<file path="config.mk">
export PLATFORM = sky130hd
export DESIGN_NAME = wdog_window
export DESIGN_NICKNAME = d
export VERILOG_FILES = /design/src/rtl/wdog_window.sv
export SDC_FILE = /design/constraint.sdc
export NUM_CORES = 1
export LEC_CHECK = 0
export ABC_AREA = 1
export BUFFER_PORTS_ARGS = -buffer_cell sky130_fd_sc_hd__buf_2
export CAP_MARGIN = 20
export CELL_PAD_IN_SITES_DETAIL_PLACEMENT = 0
export CELL_PAD_IN_SITES_GLOBAL_PLACEMENT = 2
export CORE_MARGIN = 2
export CORE_UTILIZATION = 29
export CTS_CLUSTER_SIZE = 25
export DETAILED_ROUTE_END_ITERATION = 12
export PLACE_DENSITY = 0.76
export SKIP_LAST_GASP = 1
export SLEW_MARGIN = 10
export SYNTH_ARGS = -nofsm -noshare
export SYNTH_HDL_FRONTEND = slang
export SYNTH_SLANG_ARGS = --single-unit
</file>
<file path="constraint.sdc">
create_clock -name clk -period 1.53 [get_ports clk]
set_input_delay 0.153 -clock clk [delete_from_list [all_inputs] [get_ports clk]]
set_output_delay 0.153 -clock clk [all_outputs]
set_load 0.01 [all_outputs]
</file>
<file path="src/rtl/wdog_window.sv">
module wdog_window #(
  parameter int CLOSED_CYC = 12,
  parameter int OPEN_CYC   = 20,
  parameter int RST_CYC    = 4,
  parameter int LONG_CYC   = 256
) (
  input  logic clk,
  input  logic rst_n,
  input  logic tick,
  input  logic trig,
  input  logic auto_dis_en,
  input  logic low_cur,
  input  logic flash_mode,
  input  logic diag_clr,
  output logic wdog_rst_n,
  output logic diag_flag,
  output logic cfg_clr,
  output logic ls_off
);

  localparam int WAKE_CYC = CLOSED_CYC + OPEN_CYC;
  localparam int MAX_A    = (LONG_CYC > WAKE_CYC) ? LONG_CYC : WAKE_CYC;
  localparam int MAX_CYC  = (MAX_A > RST_CYC) ? MAX_A : RST_CYC;
  localparam int CW       = $clog2(MAX_CYC + 1);

  localparam logic [CW-1:0] CL_LAST = CW'(CLOSED_CYC - 1);
  localparam logic [CW-1:0] OP_LAST = CW'(OPEN_CYC - 1);
  localparam logic [CW-1:0] RS_LAST = CW'(RST_CYC - 1);
  localparam logic [CW-1:0] LG_LAST = CW'(LONG_CYC - 1);
  localparam logic [CW-1:0] WK_LAST = CW'(WAKE_CYC - 1);

  typedef enum logic [2:0] {
    S_LONG, S_CLOSED, S_OPEN, S_RESET, S_SLEEP, S_WAKE
  } wd_state_e;

  wd_state_e     state, state_nxt;
  logic [CW-1:0] cnt, cnt_nxt;
  logic          trig_q;
  logic          trig_edge;
  logic          sleep_req;
  logic          fire;
  logic [CW-1:0] open_last;

  assign trig_edge = trig & ~trig_q;
  assign sleep_req = auto_dis_en & low_cur;

  always_comb begin
    case (state)
      S_OPEN:  open_last = OP_LAST;
      S_WAKE:  open_last = WK_LAST;
      default: open_last = LG_LAST;
    endcase
  end

  always_comb begin
    state_nxt = state;
    cnt_nxt   = cnt;
    fire      = 1'b0;
    if (flash_mode) begin
      state_nxt = S_LONG;
      cnt_nxt   = '0;
    end else begin
      case (state)
        S_RESET: begin
          if (tick) begin
            if (cnt == RS_LAST) begin
              state_nxt = S_LONG;
              cnt_nxt   = '0;
            end else begin
              cnt_nxt = cnt + 1'b1;
            end
          end
        end
        S_SLEEP: begin
          if (!sleep_req) begin
            state_nxt = S_WAKE;
            cnt_nxt   = '0;
          end
        end
        S_CLOSED: begin
          if (sleep_req) begin
            state_nxt = S_SLEEP;
            cnt_nxt   = '0;
          end else if (trig_edge) begin
            fire = 1'b1;
          end else if (tick) begin
            if (cnt == CL_LAST) begin
              state_nxt = S_OPEN;
              cnt_nxt   = '0;
            end else begin
              cnt_nxt = cnt + 1'b1;
            end
          end
        end
        default: begin
          if (sleep_req) begin
            state_nxt = S_SLEEP;
            cnt_nxt   = '0;
          end else if (trig_edge) begin
            state_nxt = S_CLOSED;
            cnt_nxt   = '0;
          end else if (tick) begin
            if (cnt == open_last) fire = 1'b1;
            else cnt_nxt = cnt + 1'b1;
          end
        end
      endcase
      if (fire) begin
        state_nxt = S_RESET;
        cnt_nxt   = '0;
      end
    end
  end

  always_ff @(posedge clk or negedge rst_n) begin
    if (!rst_n) begin
      state     <= S_LONG;
      cnt       <= '0;
      trig_q    <= 1'b0;
      cfg_clr   <= 1'b0;
      diag_flag <= 1'b0;
    end else begin
      state   <= state_nxt;
      cnt     <= cnt_nxt;
      trig_q  <= trig;
      cfg_clr <= fire;
      if (fire) diag_flag <= 1'b1;
      else if (diag_clr) diag_flag <= 1'b0;
    end
  end

  assign wdog_rst_n = (state != S_RESET);
  assign ls_off     = (state == S_SLEEP);

endmodule

</file>
# Word-level counts from Yosys, hierarchy flattened
# Cells that the tools add are included.
[word_totals] reg_bits=15 word_cells=69
[op_classes] add_sub_neg=1 n_eq_ne=16 n_mux=38 bitwise_logic=3 reduce_logical=6
[ops] cell="2-to-1 mux 9 bit" n=13
[ops] cell="2-to-1 mux 3 bit" n=11
[ops] cell="one-hot mux 9 bit (3 select lines)" n=1
[ops] cell="one-hot mux 8 bit (2 select lines)" n=1
[ops] cell="!= test 5 bit (second input constant)" n=3
[ops] cell="2-to-1 mux 1 bit" n=10
[ops] cell="adder 9 x 1 -> 9 bit (second input constant)" n=1
[ops] cell="== test 9 x 2 -> 1 bit (second input constant)" n=1
[ops] cell="== test 9 x 4 -> 1 bit (second input constant)" n=1
[ops] cell="== test 9 bit" n=1
[ops] cell="one-hot mux 3 bit (3 select lines)" n=1
[ops] cell="!= test 4 bit (second input constant)" n=2
[ops] cell="!= test 8 x 5 -> 1 bit (second input constant)" n=1
[ops] cell="AND reduction 7 bit" n=1
[ops] cell="nonzero test 7 bit" n=1
[ops] cell="== test 3 x 2 -> 1 bit (second input constant)" n=2
[ops] cell="== test 3 bit (second input constant)" n=2
[ops] cell="AND reduction 6 bit" n=1
[ops] cell="nonzero test 6 bit" n=1
[ops] cell="!= test 4 x 3 -> 1 bit (second input constant)" n=1
[ops] cell="== test 3 x 1 -> 1 bit (second input constant)" n=1
[ops] cell="!= test 3 x 2 -> 1 bit (second input constant)" n=1
[ops] cell="bitwise AND 1 bit" n=2
[ops] cell="one-hot mux 1 bit (2 select lines)" n=1
[ops] cell="3 further kinds" n=3

# Logic depth before layout (Yosys ltp)
# Gate-level depths: netlist (run 1).
[depth] word_depth=11 mapped_depth=12 depth_no_buf=12

# Least setup slack after synthesis (run 1)
# OpenSTA, ideal clock, no wires.
[synth_timing] kind="register -> register" from="reg cnt[0]" to="reg cnt[7]" arrival_ps=1413 required_ps=1412 slack_ps=-1 stages_incl_launch_ff=12 path_buffers=1 synth_period_minus_slack_ps=1531 path_cell_list="dfrtp_1 > ha_1 > nand2_1 > nor2_1 > nand2_1 > nor2_2 > nand3_2 > nand2_4 > nor2_8 > buf_8 > nand2_1 > o21ai_2"
[synth_between] elab_chain_len=9 word_cells_on_any_way=30 cone_classes="1 x add/sub; 8 x eq/ne; 19 x mux; 2 x reduce/logical"
[synth_lines] item="start, declared" line="37" source="logic [CW-1:0] cnt, cnt_nxt;"
[synth_lines] item="start signal, assigned" line="124" source="cnt <= cnt_nxt;"
[synth_lines] item="branches (longest 9 deep; another with adder 9 x 1 -> 9 bit)"
# Parallel ways; which one is timed is not known. The select of a mux whose other input is x is not followed.
# A chain may end at the register's enable or synchronous reset.

# Worst setup path after layout (run 1)
[layout_timing] from="reg cnt[1]" to="reg state[2]"
[layout_between] elab_chain_len=9 word_cells_on_any_way=19 cone_classes="9 x eq/ne; 8 x mux; 2 x reduce/logical"
[layout_lines] item="== test 9 bit" line="103" source="if (cnt == open_last) fire = 1'b1;"
[layout_lines] item="2-to-1 mux 1 bit" line="103"
[layout_lines] item="2-to-1 mux 1 bit" line="102" source="end else if (tick) begin"
[layout_lines] item="2-to-1 mux 1 bit" line="99" source="end else if (trig_edge) begin"
[layout_lines] item="2-to-1 mux 1 bit" line="96" source="if (sleep_req) begin"
[layout_lines] item="one-hot mux 1 bit (2 select lines)" line="63" source="case (state)"
[layout_lines] item="2-to-1 mux 1 bit" line="59" source="if (flash_mode) begin"
[layout_lines] item="!= test 5 bit (no source line), or another cell as far along"
[layout_lines] item="AND reduction 7 bit (no source line) or 2-to-1 mux 3 bit (tied branches)"
[layout_lines] item="end signal, assigned" line="123" source="state <= state_nxt;"
[layout_lines] item="end, declared" line="36" source="wd_state_e state, state_nxt;"
# Several ways; a longest one is shown, not always the timed one. The select of a mux whose other input is x is not followed.

==> load_flow_metrics.sql, run 1 <==
INSERT INTO impl_metrics (metric_group, metric, value, unit) VALUES
('floorplan', 'fp.coreArea', '0.004058', 'mm2'),
('synthesis', 'synth.largest_area_cell', 'sky130_fd_sc_hd__dfrtp_1', ''),
('cts', 'clockBufferDepth', '2', ''),
('synthesis', 'netlist_top_cells_area', 'sky130_fd_sc_hd__dfrtp_1 (30%), sky130_fd_sc_hd__nand2_1 (14%), sky130_fd_sc_hd__nand3_1 (9.7%)', ''),
('floorplan', 'floorplan.initialDensity', '0.3050', ''),
('run_status', 'outcome', 'finished with violations', ''),
('timing', 'finalHoldViolations', '0', ''),
('layout', 'seq_area', '375.4', 'um2'),
('critical_path', 'worst_setup_end_kind', 'flip-flop', ''),
('critical_path', 'critical_path.max_stage_delay', '410', 'ps'),
('place', 'place.gp.congestion', '0.8124', ''),
('critical_path', 'timing.critical_path.buf_inv', '1', ''),
('routing', 'drt-vias-per-instance', '4.591', ''),
('power_and_ir_drop', 'power_density', '1197', 'mW/mm2'),
('synthesis', 'netlist-cell-type-count', '29', ''),
('timing', 'setup_slack', '-122.9', 'ps'),
('timing', 'final_period_minus_worst_setup_slack', '1653', 'ps'),
('cts', 'cts_tree', 'yes', ''),
('critical_path', 'cp_cell_sequence', 'ha_4 -> nand2_4 -> nor2_2 -> nand2_1 -> nor2_2 -> nand3_2 -> nand2_4 -> inv_6 -> nand2_4 -> nand2_4 -> nand2_2 -> nand2_1', ''),
('layout', 'cell_area_after_layout', '0.001717', 'mm2'),
('timing', 'final_count_of_negative_setup_slack_endpoints', '14', ''),
('flow_run', 'max-cap-violations', '0', ''),
('cts', 'path_clk_slew', '60', 'ps'),
('floorplan', 'die_area', '0.004805', 'mm2'),
('run_status', 'failed_checks', 'negative setup slack', ''),
('timing', 'maxSlewHeadroom', '0.7581', ''),
('power_and_ir_drop', 'power_leakage', '0.0008522', 'uW'),
('timing', 'setup_tns_final', '-1326', 'ps'),
('floorplan', 'core.rowCount', '23', ''),
('global_route', 'first_global_vias', '1256', ''),
('cts', 'cts.sinks', '15', ''),
('timing', 'min_period_over_period', '1.080', ''),
('critical_path', 'critical_path_peak_fanout', '8', ''),
('critical_path', 'path_common_cell', 'sky130_fd_sc_hd__nand2_4', ''),
('power_and_ir_drop', 'max-vdd-ir-drop', '0.5708', 'mV'),
('global_route', 'antenna_violations_before_repair', '0', ''),
('critical_path', 'cpLargestDelayFamily', 'simple AND/OR/NAND/NOR gates', ''),
('global_route', 'maximum_number_of_pins_on_one_net_before_global_route_repair', '16', ''),
('timing', 'clock_skew', '6.245', 'ps'),
('synthesis', 'syn_inst', '183', ''),
('timing', 'worst_pin_slew', '362.8', 'ps'),
('critical_path', 'slowest_cell_on_crit_path', 'sky130_fd_sc_hd__dfrtp_1', ''),
('synthesis', 'number_of_flip_flops_and_latches_in_the_synthesized_netlist', '15', ''),
('place', 'hpwlAfterDp', '2642', 'um'),
('critical_path', 'worst_setup_path_start_kind', 'flip-flop', ''),
('floorplan', 'design.portCount', '12', ''),
('routing', 'wl_per_cell', '11.96', 'um'),
('layout', 'commonest_non_fill_non_tap_cell_in_the_layout', 'sky130_fd_sc_hd__nand2_1', ''),
('synthesis', 'ys_warn_count', '0', ''),
('layout', 'proportion_of_layout_cells_with_a_drive_suffix_above_1', '0.3593', ''),
('worst_hold_path', 'hold_class', 'in -> reg', ''),
('layout', 'fill_cells', '433', ''),
('synthesis', 'sequential_fraction_of_the_synthesis_area', '0.3033', ''),
('layout', 'num_antenna_cells', '0', ''),
('routing', 'antenna_left', '0', ''),
('synthesis', 'synthesis.area_per_instance', '6.762', 'um2'),
('global_route', 'global_route_wire_length_before_repair', '5733', 'um'),
('timing', 'slew_viol_final', '0', ''),
('cts', 'numCtsBuffers', '3', ''),
('routing', 'remaining_drc_errors', '0', ''),
('critical_path', 'cp_data_required_time', '1670', 'ps'),
('layout', 'multi_input_area', '792.0', 'um2'),
('synthesis', 'synth_flop_cell', 'sky130_fd_sc_hd__dfrtp_1', ''),
('timing', 'fmax', '605.0', 'MHz'),
('place', 'dpl-instance-area', '0.001538', 'mm2'),
('synthesis', 'asyncSetResetFlopFracSynth', '1.000', ''),
('synthesis', 'portion_of_synthesized_cell_area_occupied_by_the_leading_cell_type', '0.3033', ''),
('floorplan', 'die_height', '69.32', 'um'),
('routing', 'vias', '1290', ''),
('routing', 'detailedRoute.firstIterationViolations', '75', ''),
('cts', 'worstSkewPairLatency', '250', 'ps');
-- per-layer routing --
| metal | track usage | up-vias | wire, um |
|---|---|---|---|
| li1 | - | 683 | - |
| met1 | 0.2040 | 574 | 1674 |
| met2 | 0.2393 | 29 | 1528 |
| met3 | 0.02035 | 4 | 130 |
| met4 | 0.03922 | 0 | 27 |
| met5 | 0 | - | 0 |
-- registers in the layout, indices dropped and copies added, names as in the netlist --
register,flops
cfg_clr,1
diag_flag,1
state,3
trig_q,1
cnt,9
-- what timing repair did --
action / 4_1_cts / 5_1_grt
endpoints found under the setup margin: 13 / 15
pin swaps: 6 / 8
endpoints found under the hold margin: 15 / 0
buffers inserted: 4 / 2
resized for setup: 8 / 9
cloned: 1 / 0
hold buffers: 1 / 0
-- logic make-up after synthesis --
| group | Yosys count | share of synthesized area |
|---|---|---|
| buffers and inverters | 31 | 0.1082 |
| AO/OA/AOI/OAI | 16 | 0.07786 |
| flip-flops | 15 | 0.3033 |
| XOR/XNOR | 4 | 0.02831 |
| AND/OR/NAND/NOR | 116 | 0.4722 |
| adder cells (fa/ha/maj) | 1 | 0.01011 |
-- where the power goes --
part	internal [uW]	switching [uW]	leakage, uW	total, uW
registers	468	76.3	0.000203	545
clock network	184	137	0.0000228	321
logic	501	687	0.000626	1190
total	1150	901	0.000852	2050
-- worst reg2reg max path, delay by kind of cell, from the launching register on --
kind	cells	cell delay [ps]
AND/OR/NAND/NOR	10	880
buffers and inverters	1	60
adder cells (fa/ha/maj)	1	180
flip-flops	1	410
-- final cells by class --
cell class              count  area share
inverters                  29     0.06778
clock buffers               4     0.02624
flip-flops and latches     15      0.2187
well taps                  50     0.03644
multi-input cells         138      0.4614
repair buffers             45      0.1895
-- through the flow --
| stage | hold WS [ps] | utilization | worst slack [ps] | total power (uW) | instances |
|---|---|---|---|---|---|
| floorplan | -142.6 | - | 7.030 | 1231 | 183 |
| detailed placement | 84.74 | 0.3790 | -115.1 | 1617 | 269 |
| finish | 29.55 | 0.4231 | -122.9 | 2054 | 281 |
| global route | 24.42 | 0.4231 | -284.9 | 2253 | 281 |
| global placement | 76.39 | 0.3790 | -117.1 | 1621 | 269 |
| CTS | 24.97 | 0.4132 | -49.05 | 2034 | 279 |
-- Yosys cell counts, types with 3 or more instances --
cell,number
sky130_fd_sc_hd__dfrtp_1,15
sky130_fd_sc_hd__inv_1,22
sky130_fd_sc_hd__inv_2,5
sky130_fd_sc_hd__nand2_1,45
sky130_fd_sc_hd__nand2_2,4
sky130_fd_sc_hd__nand2_4,4
sky130_fd_sc_hd__nand3_1,24
sky130_fd_sc_hd__nand3_2,3
sky130_fd_sc_hd__nand4_1,4
sky130_fd_sc_hd__nor2_1,23
sky130_fd_sc_hd__o21ai_0,4
sky130_fd_sc_hd__o21ai_1,5
sky130_fd_sc_hd__xor2_1,4
-- final timing paths --
kind	slack, ps	to	from	cells after the start
min in group asynchronous	340	cnt[1]	rst_n	2
setup / recovery	-120	state[2]	cnt[1]	12
hold reg to reg	510	diag_flag	diag_flag	2
max in group asynchronous	930	state[0]	rst_n	2
hold / removal	30	trig_q	trig	1
setup reg to reg	-120	state[2]	cnt[1]	12
(Power assumes the default switching activity.)
==> run 2, diff against run 1 <==
==> constraint.sdc (replaced) <==
create_clock -name clk -period 1.4 [get_ports clk]
set_input_delay 0.14 -clock clk [delete_from_list [all_inputs] [get_ports clk]]
set_output_delay 0.14 -clock clk [all_outputs]
set_load 0.01 [all_outputs]
==> load_flow_metrics.sql, run 2 (synthesized netlist as in run 1, its figures left out) <==
INSERT INTO impl_metrics (metric_group, metric, value, unit) VALUES
('power_and_ir_drop', 'power_switching_share', '0.4454', ''),
('layout', 'areaGrowthSynthToFinish', '58.14', '%'),
('power_and_ir_drop', 'power_leakage', '0.0009484', 'uW'),
('routing', 'vias', '1410', ''),
('timing', 'grt_setup_unrepaired', 'yes', ''),
('power_and_ir_drop', 'clockPowerShare', '0.136', ''),
('timing', 'finalHoldViolations', '0', ''),
('run_status', 'outcome', 'finished with violations', ''),
('timing', 'min_period_over_period', '1.174', ''),
('critical_path', 'cp_data_required_time', '1540', 'ps'),
('cts', 'h_tree_depth_reported_by_cts', '1', ''),
('timing', 'setup_tns_final', '-2777', 'ps'),
('layout', 'num_antenna_cells', '0', ''),
('timing', 'final_period_minus_worst_setup_slack', '1644', 'ps'),
('routing', 'detailedRoute.firstIterationViolations', '47', ''),
('cts', 'clockBufferDepth', '2', ''),
('place', 'hpwlAfterDp', '2695', 'um'),
('critical_path', 'critical_path.max_stage_delay', '400', 'ps'),
('cts', 'worstSkewPairLatency', '250', 'ps'),
('power_and_ir_drop', 'seqPwrFrac', '0.230', ''),
('global_route', 'global_route_wire_length_before_repair', '6085', 'um'),
('place', 'buffer_ports.inserted', '11', ''),
('critical_path', 'cp_data_arrival_time', '1780', 'ps'),
('power_and_ir_drop', 'power_density', '1338', 'mW/mm2'),
('floorplan', 'core.rowCount', '23', ''),
('timing', 'setup_slack', '-243.8', 'ps'),
('floorplan', 'die_area', '0.004805', 'mm2'),
('global_route', 'antenna_violations_before_repair', '0', ''),
('timing', 'clock_skew', '3.261', 'ps'),
('layout', 'layout_common_cells', 'sky130_fd_sc_hd__buf_4 (46), sky130_fd_sc_hd__nand2_1 (31), sky130_fd_sc_hd__inv_1 (20)', ''),
('power_and_ir_drop', 'combinationalPowerShare', '0.634', ''),
('layout', 'commonest_non_fill_non_tap_cell_in_the_layout', 'sky130_fd_sc_hd__buf_4', ''),
('routing', 'detail_route.first_pass.iterations', '4', ''),
('global_route', 'first_global_vias', '1353', ''),
('timing', 'worst_pin_slew', '368.4', 'ps'),
('floorplan', 'design.portCount', '12', ''),
('worst_hold_path', 'hold_class', 'in -> reg', ''),
('routing', 'routed_wl', '3750', 'um'),
('critical_path', 'worst_setup_path_start_kind', 'flip-flop', ''),
('timing', 'fmax', '608.3', 'MHz'),
('critical_path', 'cp_cell_sequence', 'ha_4 -> nand2_4 -> nor2_4 -> nand2_2 -> nor2_4 -> nand3_4 -> nand2_4 -> inv_6 -> nand2_4 -> nand2_4 -> nand2_2 -> nand2_1', ''),
('cts', 'cts.sinks', '15', ''),
('routing', 'drt-vias-per-instance', '4.764', ''),
('cts', 'cts_tree', 'yes', ''),
('global_route', 'grt_overflow', '0', ''),
('routing', 'wl_per_cell', '12.67', 'um'),
('cts', 'cts.root.buffer_cell', 'sky130_fd_sc_hd__clkbuf_8', ''),
('power_and_ir_drop', 'max-vdd-ir-drop', '0.6258', 'mV'),
('layout', 'fin_cells', '296', ''),
('layout', 'seq_area', '376.6', 'um2'),
('cts', 'numCtsBuffers', '3', ''),
('global_route', 'maximum_number_of_pins_on_one_net_before_global_route_repair', '16', ''),
('place', 'place.detailed.instances', '279', ''),
('global_route', 'grtUsageTotal', '0.1560', ''),
('floorplan', 'dieWidth', '69.32', 'um'),
('power_and_ir_drop', 'p_int', '1452', 'uW'),
('layout', 'proportion_of_layout_cells_with_a_drive_suffix_above_1', '0.4878', ''),
('layout', 'multi_input_area', '914.6', 'um2'),
('layout', 'finalNetCount', '256', ''),
('critical_path', 'worst_setup_end_kind', 'flip-flop', ''),
('floorplan', 'fp.coreArea', '0.004058', 'mm2'),
('place', 'place.gp.congestion', '0.8365', ''),
('critical_path', 'slowest_cell_on_crit_path', 'sky130_fd_sc_hd__dfrtp_1', ''),
('run_status', 'failed_checks', 'negative setup slack', ''),
('flow_run', 'max-cap-violations', '0', ''),
('critical_path', 'criticalPathCategory', 'reg -> reg', ''),
('layout', 'register_with_the_most_flip_flops', 'cnt', ''),
('cts', 'path_clk_slew', '60', 'ps'),
('power_and_ir_drop', 'total_power', '2618', 'uW'),
('layout', 'final_core_utilization', '0.4823', ''),
('routing', 'remaining_drc_errors', '0', ''),
('timing', 'maxSlewHeadroom', '0.7544', ''),
('critical_path', 'critical_path_peak_fanout', '8', ''),
('floorplan', 'floorplan.initialDensity', '0.3050', ''),
('timing', 'slew_viol_final', '0', ''),
('critical_path', 'path_common_cell', 'sky130_fd_sc_hd__nand2_4', ''),
('floorplan', 'die_height', '69.32', 'um'),
('timing', 'final_count_of_negative_setup_slack_endpoints', '15', ''),
('power_and_ir_drop', 'p_sw', '1166', 'uW'),
('layout', 'largest_register_ffs', '9', ''),
('layout', 'fill_cells', '412', ''),
('layout', 'largest_registers', 'cnt: 9 flops, state: 3 flops', ''),
('routing', 'antenna_left', '0', '');
run 2: cell types whose count changed in the layout (fill, tap and decap cells not counted), moves of 3 or more:
cell,before,now
sky130_fd_sc_hd__nand2_1,40,31
sky130_fd_sc_hd__nor2_4,2,6
sky130_fd_sc_hd__buf_4,32,46
sky130_fd_sc_hd__nand3_1,23,19
sky130_fd_sc_hd__nand2_4,6,9
sky130_fd_sc_hd__nand2_2,7,13
sky130_fd_sc_hd__nor2_1,20,15
sky130_fd_sc_hd__nand3_2,4,7
run 2: power groups by stage:
stage          clock network [uW]  registers (uW)  logic [uW]
3_5_place_dp                    0             596        1230
4_1_cts                       361             598        1440
5_1_grt                       372             613        1820
2_1_floorplan                   0             592         757
3_3_place_gp                    0             591        1220
6_report                      356             602        1660
run 2: layer usage:
| layer | share of wire | vias to the layer above | global-route usage |
|---|---|---|---|
| li1 | - | 710 | - |
| met2 | 0.50 | 38 | 0.2778 |
| met1 | 0.44 | 657 | 0.1927 |
| met4 | 0.011 | 0 | 0.04793 |
| met3 | 0.048 | 5 | 0.02326 |
| met5 | 0 | - | 0 |
run 2: path summary, 6_finish.rpt:
| path | startpoint | endpoint | slack [ps] | depth (start not counted) |
|---|---|---|---|---|
| max in group asynchronous | rst_n | state[0] | 800 | 2 |
| min in group asynchronous | rst_n | cnt[6] | 320 | 2 |
| setup / recovery | cnt[0] | state[1] | -240 | 12 |
| hold / removal | trig | trig_q | 10 | 1 |
| hold reg to reg | diag_flag | diag_flag | 530 | 2 |
| setup reg to reg | cnt[0] | state[1] | -240 | 12 |
run 2: repair_timing:
item | CTS | global route
buffers inserted | 5 | 6
pin swaps | 10 | 21
resized for setup | 14 | 36
endpoints found under the hold margin | 15 | 0
setup endpoints to repair | 15 | 16
gates cloned | 1 | 0
hold buffers | 1 | 0
run 2: worst max-delay path: cells and delay by family (launching register included):
kind	cells	cell delay, ps
fa+ha+maj	1	180
flops	1	400
simple gates	10	880
buf+inv	1	60
run 2: per-stage QoR:
step / instance area (um2) / setup WS [ps] / hold WS [ps]
after global placement: 1615 / -226.7 / 61.44
after CTS: 1790 / -185.2 / 12.78
after global routing: 1957 / -373.3 / 18.96
after detailed placement: 1615 / -257.1 / 69.93
after floorplan: 1242 / -118.2 / -155.6
final: 1957 / -243.8 / 12.43
run 2: layout make-up:
| type | count | area share |
|---|---|---|
| clock buffers | 4 | 0.02302 |
| well taps | 50 | 0.03197 |
| repair buffers | 60 | 0.2257 |
| flip-flops and latches | 15 | 0.1925 |
| inverters | 29 | 0.05946 |
| multi-input cells | 138 | 0.4674 |
==> run 3, diff against run 2 <==
--- a/config.mk
+++ b/config.mk
@@ -5,16 +5,15 @@
 export SDC_FILE = /design/constraint.sdc
 export NUM_CORES = 1
 export LEC_CHECK = 0
-export ABC_AREA = 1
 export BUFFER_PORTS_ARGS = -buffer_cell sky130_fd_sc_hd__buf_2
 export CAP_MARGIN = 20
 export CELL_PAD_IN_SITES_DETAIL_PLACEMENT = 0
 export CELL_PAD_IN_SITES_GLOBAL_PLACEMENT = 2
 export CORE_MARGIN = 2
-export CORE_UTILIZATION = 29
+export CORE_UTILIZATION = 31
 export CTS_CLUSTER_SIZE = 25
 export DETAILED_ROUTE_END_ITERATION = 12
-export PLACE_DENSITY = 0.76
+export PLACE_DENSITY = 0.74
 export SKIP_LAST_GASP = 1
 export SLEW_MARGIN = 10
 export SYNTH_ARGS = -nofsm -noshare
==> load_flow_metrics.sql, run 3 <==
INSERT INTO impl_metrics (metric_group, metric, value, unit) VALUES
('run_status', 'outcome', 'finished with violations', ''),
('run_status', 'failed_checks', 'negative setup slack', ''),
('routing', 'drt-vias-per-instance', '5.049', ''),
('synthesis', 'netlist-cell-type-count', '42', ''),
('critical_path', 'r2r_end', 'state[2]', ''),
('critical_path', 'cp_data_required_time', '1580', 'ps'),
('timing', 'min_period_over_period', '1.469', ''),
('place', 'placement.setup.worst_slack', '-687.9', 'ps'),
('critical_path', 'timing.critical_path.buf_inv', '0', ''),
('timing', 'setup_tns_final', '-8435', 'ps'),
('synthesis', 'synth_common_cells', 'sky130_fd_sc_hd__dfrtp_1 (15), sky130_fd_sc_hd__nor2_1 (12), sky130_fd_sc_hd__o21ai_0 (10), sky130_fd_sc_hd__a22o_1 (7), sky130_fd_sc_hd__inv_1 (7)', ''),
('synthesis', 'number_of_enable_type_register_cells_in_the_synthesized_netlist', '0', ''),
('global_route', 'antenna_violations_before_repair', '0', ''),
('synthesis', 'synth.largest_area_cell', 'sky130_fd_sc_hd__dfrtp_1', ''),
('timing', 'worst_pin_slew', '419.5', 'ps'),
('layout', 'proportion_of_layout_cells_with_a_drive_suffix_above_1', '0.5251', ''),
('cts', 'cts_tree', 'yes', ''),
('layout', 'commonest_non_fill_non_tap_cell_in_the_layout', 'sky130_fd_sc_hd__buf_4', ''),
('worst_hold_path', 'hold_class', 'in -> reg', ''),
('flow_run', 'max-cap-violations', '0', ''),
('critical_path', 'timing.critical_path.depth', '6', ''),
('timing', 'fmax', '486.2', 'MHz'),
('routing', 'remaining_drc_errors', '0', ''),
('routing', 'routed_wl', '3183', 'um'),
('layout', 'fill_cells', '306', ''),
('synthesis', 'number_of_flip_flops_and_latches_in_the_synthesized_netlist', '15', ''),
('cts', 'numCtsBuffers', '3', ''),
('synthesis', 'synth_flop_cell', 'sky130_fd_sc_hd__dfrtp_1', ''),
('timing', 'grt_setup_unrepaired', 'yes', ''),
('layout', 'areaGrowthSynthToFinish', '64.19', '%'),
('layout', 'finalNetCount', '189', ''),
('timing', 'clock_skew', '5.256', 'ps'),
('power_and_ir_drop', 'power_leakage', '0.0007988', 'uW'),
('synthesis', 'asyncSetResetFlopFracSynth', '1.000', ''),
('timing', 'finalHoldViolations', '0', ''),
('layout', 'cell_area_after_layout', '0.001715', 'mm2'),
('timing', 'maxSlewHeadroom', '0.7186', ''),
('critical_path', 'cp-startpoint', 'state[2]', ''),
('critical_path', 'timing.critical_path.to', 'state[2]', ''),
('power_and_ir_drop', 'power_density', '1450', 'mW/mm2'),
('floorplan', 'core.rowCount', '21', ''),
('critical_path', 'reg2reg_setup_slack', '-660', 'ps'),
('routing', 'detail_route.first_pass.iterations', '5', ''),
('power_and_ir_drop', 'max-vdd-ir-drop', '0.6987', 'mV'),
('synthesis', 'synthMostInstantiatedCell', 'sky130_fd_sc_hd__dfrtp_1', ''),
('critical_path', 'critical_path_peak_fanout', '6', ''),
('critical_path', 'cpLargestDelayFamily', 'simple AND/OR/NAND/NOR gates', ''),
('routing', 'wl_met2', '1585', 'um'),
('worst_hold_path', 'worst_hold_path.num_cells', '2', ''),
('cts', 'cts.sinks', '15', ''),
('routing', 'antenna_left', '0', ''),
('synthesis', 'synth_nets', '124', ''),
('synthesis', 'synthesis.area_per_instance', '9.085', 'um2'),
('floorplan', 'die_height', '62.06', 'um'),
('critical_path', 'worst_r2r_path_depth', '6', ''),
('floorplan', 'die_area', '0.003851', 'mm2'),
('layout', 'largest_register_ffs', '9', ''),
('cts', 'clockBufferDepth', '2', ''),
('critical_path', 'cp_data_arrival_time', '2240', 'ps'),
('cts', 'worstSkewPairLatency', '290', 'ps'),
('timing', 'final_period_minus_worst_setup_slack', '2057', 'ps'),
('critical_path', 'slowest_cell_on_crit_path', 'sky130_fd_sc_hd__or4_4', ''),
('synthesis', 'portion_of_synthesized_cell_area_occupied_by_the_leading_cell_type', '0.3593', ''),
('place', 'place.gp.congestion', '0.8931', ''),
('place', 'hpwlAfterDp', '2236', 'um'),
('layout', 'layout_common_cells', 'sky130_fd_sc_hd__buf_4 (42), sky130_fd_sc_hd__dfrtp_1 (12), sky130_fd_sc_hd__nor2_1 (11), sky130_fd_sc_hd__buf_2 (11)', ''),
('critical_path', 'worst_setup_end_kind', 'flip-flop', ''),
('timing', 'timing.hold.ws', '38.51', 'ps'),
('critical_path', 'critical_path.max_stage_delay', '490', 'ps'),
('layout', 'largest_registers', 'cnt: 9 flops, state: 3 flops', ''),
('routing', 'met3_wire_length', '113', 'um'),
('global_route', 'grt_overflow', '0', ''),
('synthesis', 'sequential_fraction_of_the_synthesis_area', '0.3593', ''),
('routing', 'wl_per_cell', '14.15', 'um'),
('floorplan', 'fp.coreArea', '0.003284', 'mm2'),
('floorplan', 'floorplan.initialDensity', '0.3181', ''),
('routing', 'routedLengthMet1', '1456', 'um'),
('place', 'place.detailed.instances', '207', ''),
('floorplan', 'design.portCount', '12', ''),
('synthesis', 'synth_area', '0.001045', 'mm2'),
('cts', 'h_tree_depth_reported_by_cts', '1', ''),
('timing', 'slew_viol_final', '0', ''),
('cts', 'path_clk_slew', '100', 'ps'),
('synthesis', 'syn_inst', '115', ''),
('critical_path', 'regToRegStartpoint', 'state[2]', ''),
('global_route', 'maximum_number_of_pins_on_one_net_before_global_route_repair', '16', ''),
('layout', 'fin_cells', '225', ''),
('global_route', 'global_route_wire_length_before_repair', '5244', 'um'),
('global_route', 'first_global_vias', '1085', ''),
('routing', 'vias', '1136', ''),
('global_route', 'grtUsageTotal', '0.1905', ''),
('critical_path', 'worst_setup_path_start_kind', 'flip-flop', ''),
('cts', 'cts.root.buffer_cell', 'sky130_fd_sc_hd__clkbuf_4', ''),
('critical_path', 'cp_cell_sequence', 'nand2b_4 -> or4_4 -> a41oi_4 -> o21ai_4 -> nand2_4 -> mux2_4', ''),
('critical_path', 'criticalPathCategory', 'reg -> reg', ''),
('place', 'buffer_ports.inserted', '11', ''),
('place', 'dpl-instance-area', '0.001459', 'mm2'),
('synthesis', 'ys_warn_count', '0', ''),
('timing', 'final_count_of_negative_setup_slack_endpoints', '16', ''),
('layout', 'register_with_the_most_flip_flops', 'cnt', ''),
('routing', 'detailedRoute.firstIterationViolations', '49', ''),
('floorplan', 'dieWidth', '62.06', 'um'),
('synthesis', 'netlist_top_cells_area', 'sky130_fd_sc_hd__dfrtp_1 (36%), sky130_fd_sc_hd__a22o_1 (5.9%), sky130_fd_sc_hd__o21ai_0 (4.8%)', ''),
('layout', 'num_antenna_cells', '0', ''),
('routing', 'maxUsedRoutingLayer', 'met4', ''),
('timing', 'setup_slack', '-656.6', 'ps');
run 3: per-stage QoR:
stage | power, uW | utilization
detailed placement | 1744 | 0.4442
finish | 2487 | 0.5223
global route | 2660 | 0.5223
floorplan | 1259 | -
CTS | 2346 | 0.5067
global placement | 1717 | 0.4442
run 3: worst min path at each step:
| stage | start | endpoint | slack (ps) |
|---|---|---|---|
| global placement | rst_n | trig_q | 70 |
| global route | diag_clr | diag_flag | 30 |
| CTS | diag_clr | diag_flag | 30 |
| finish | diag_clr | diag_flag | 40 |
| detailed placement | rst_n | cfg_clr | 70 |
| floorplan | rst_n | cfg_clr | -160 |
run 3: logic make-up after synthesis:
logic type	share of synthesized area
simple gates	0.2647
compound gates	0.2515
flops	0.3593
buf+inv	0.04431
mux	0.05868
fa+ha+maj	0.02156
run 3: report_power, final:
group | internal, uW | switching (uW)
registers | 508 | 99.0
logic | 894 | 726
clock network | 106 | 154
run 3: area by class of cell:
class / count / area, um2 / share of cell area
inverter: 7 / 26.28 / 0.01532
multi-input combinational: 92 / 767.0 / 0.4471
clock inverter: 1 / 5.005 / 0.002918
sequential: 15 / 379.1 / 0.2210
tap: 46 / 57.56 / 0.03355
timing repair buffer: 61 / 457.9 / 0.2670
clock buffer: 3 / 22.52 / 0.01313
run 3: per-layer routing:
layer | GRT usage | vias to the layer above
met5 | 0 | -
met4 | 0.07295 | 0
met3 | 0.02692 | 2
met2 | 0.3125 | 29
met1 | 0.2532 | 541
li1 | - | 564
run 3: what timing repair did:
item                       CTS  global route
setup endpoints to repair   16            16
hold buffers                 2             0
pin swaps                    6             7
buffers inserted             9             3
gates cloned                 1             1
hold endpoints to repair    16             0
gates resized for setup     14            12
run 3: worst reg2reg max path: stages, from the launching register on:
cell and delay [ps]:
sky130_fd_sc_hd__dfrtp_2 480, sky130_fd_sc_hd__nand2b_4 180, sky130_fd_sc_hd__or4_4 490, sky130_fd_sc_hd__a41oi_4 240, sky130_fd_sc_hd__o21ai_4 150, sky130_fd_sc_hd__nand2_4 120
sky130_fd_sc_hd__mux2_4 300
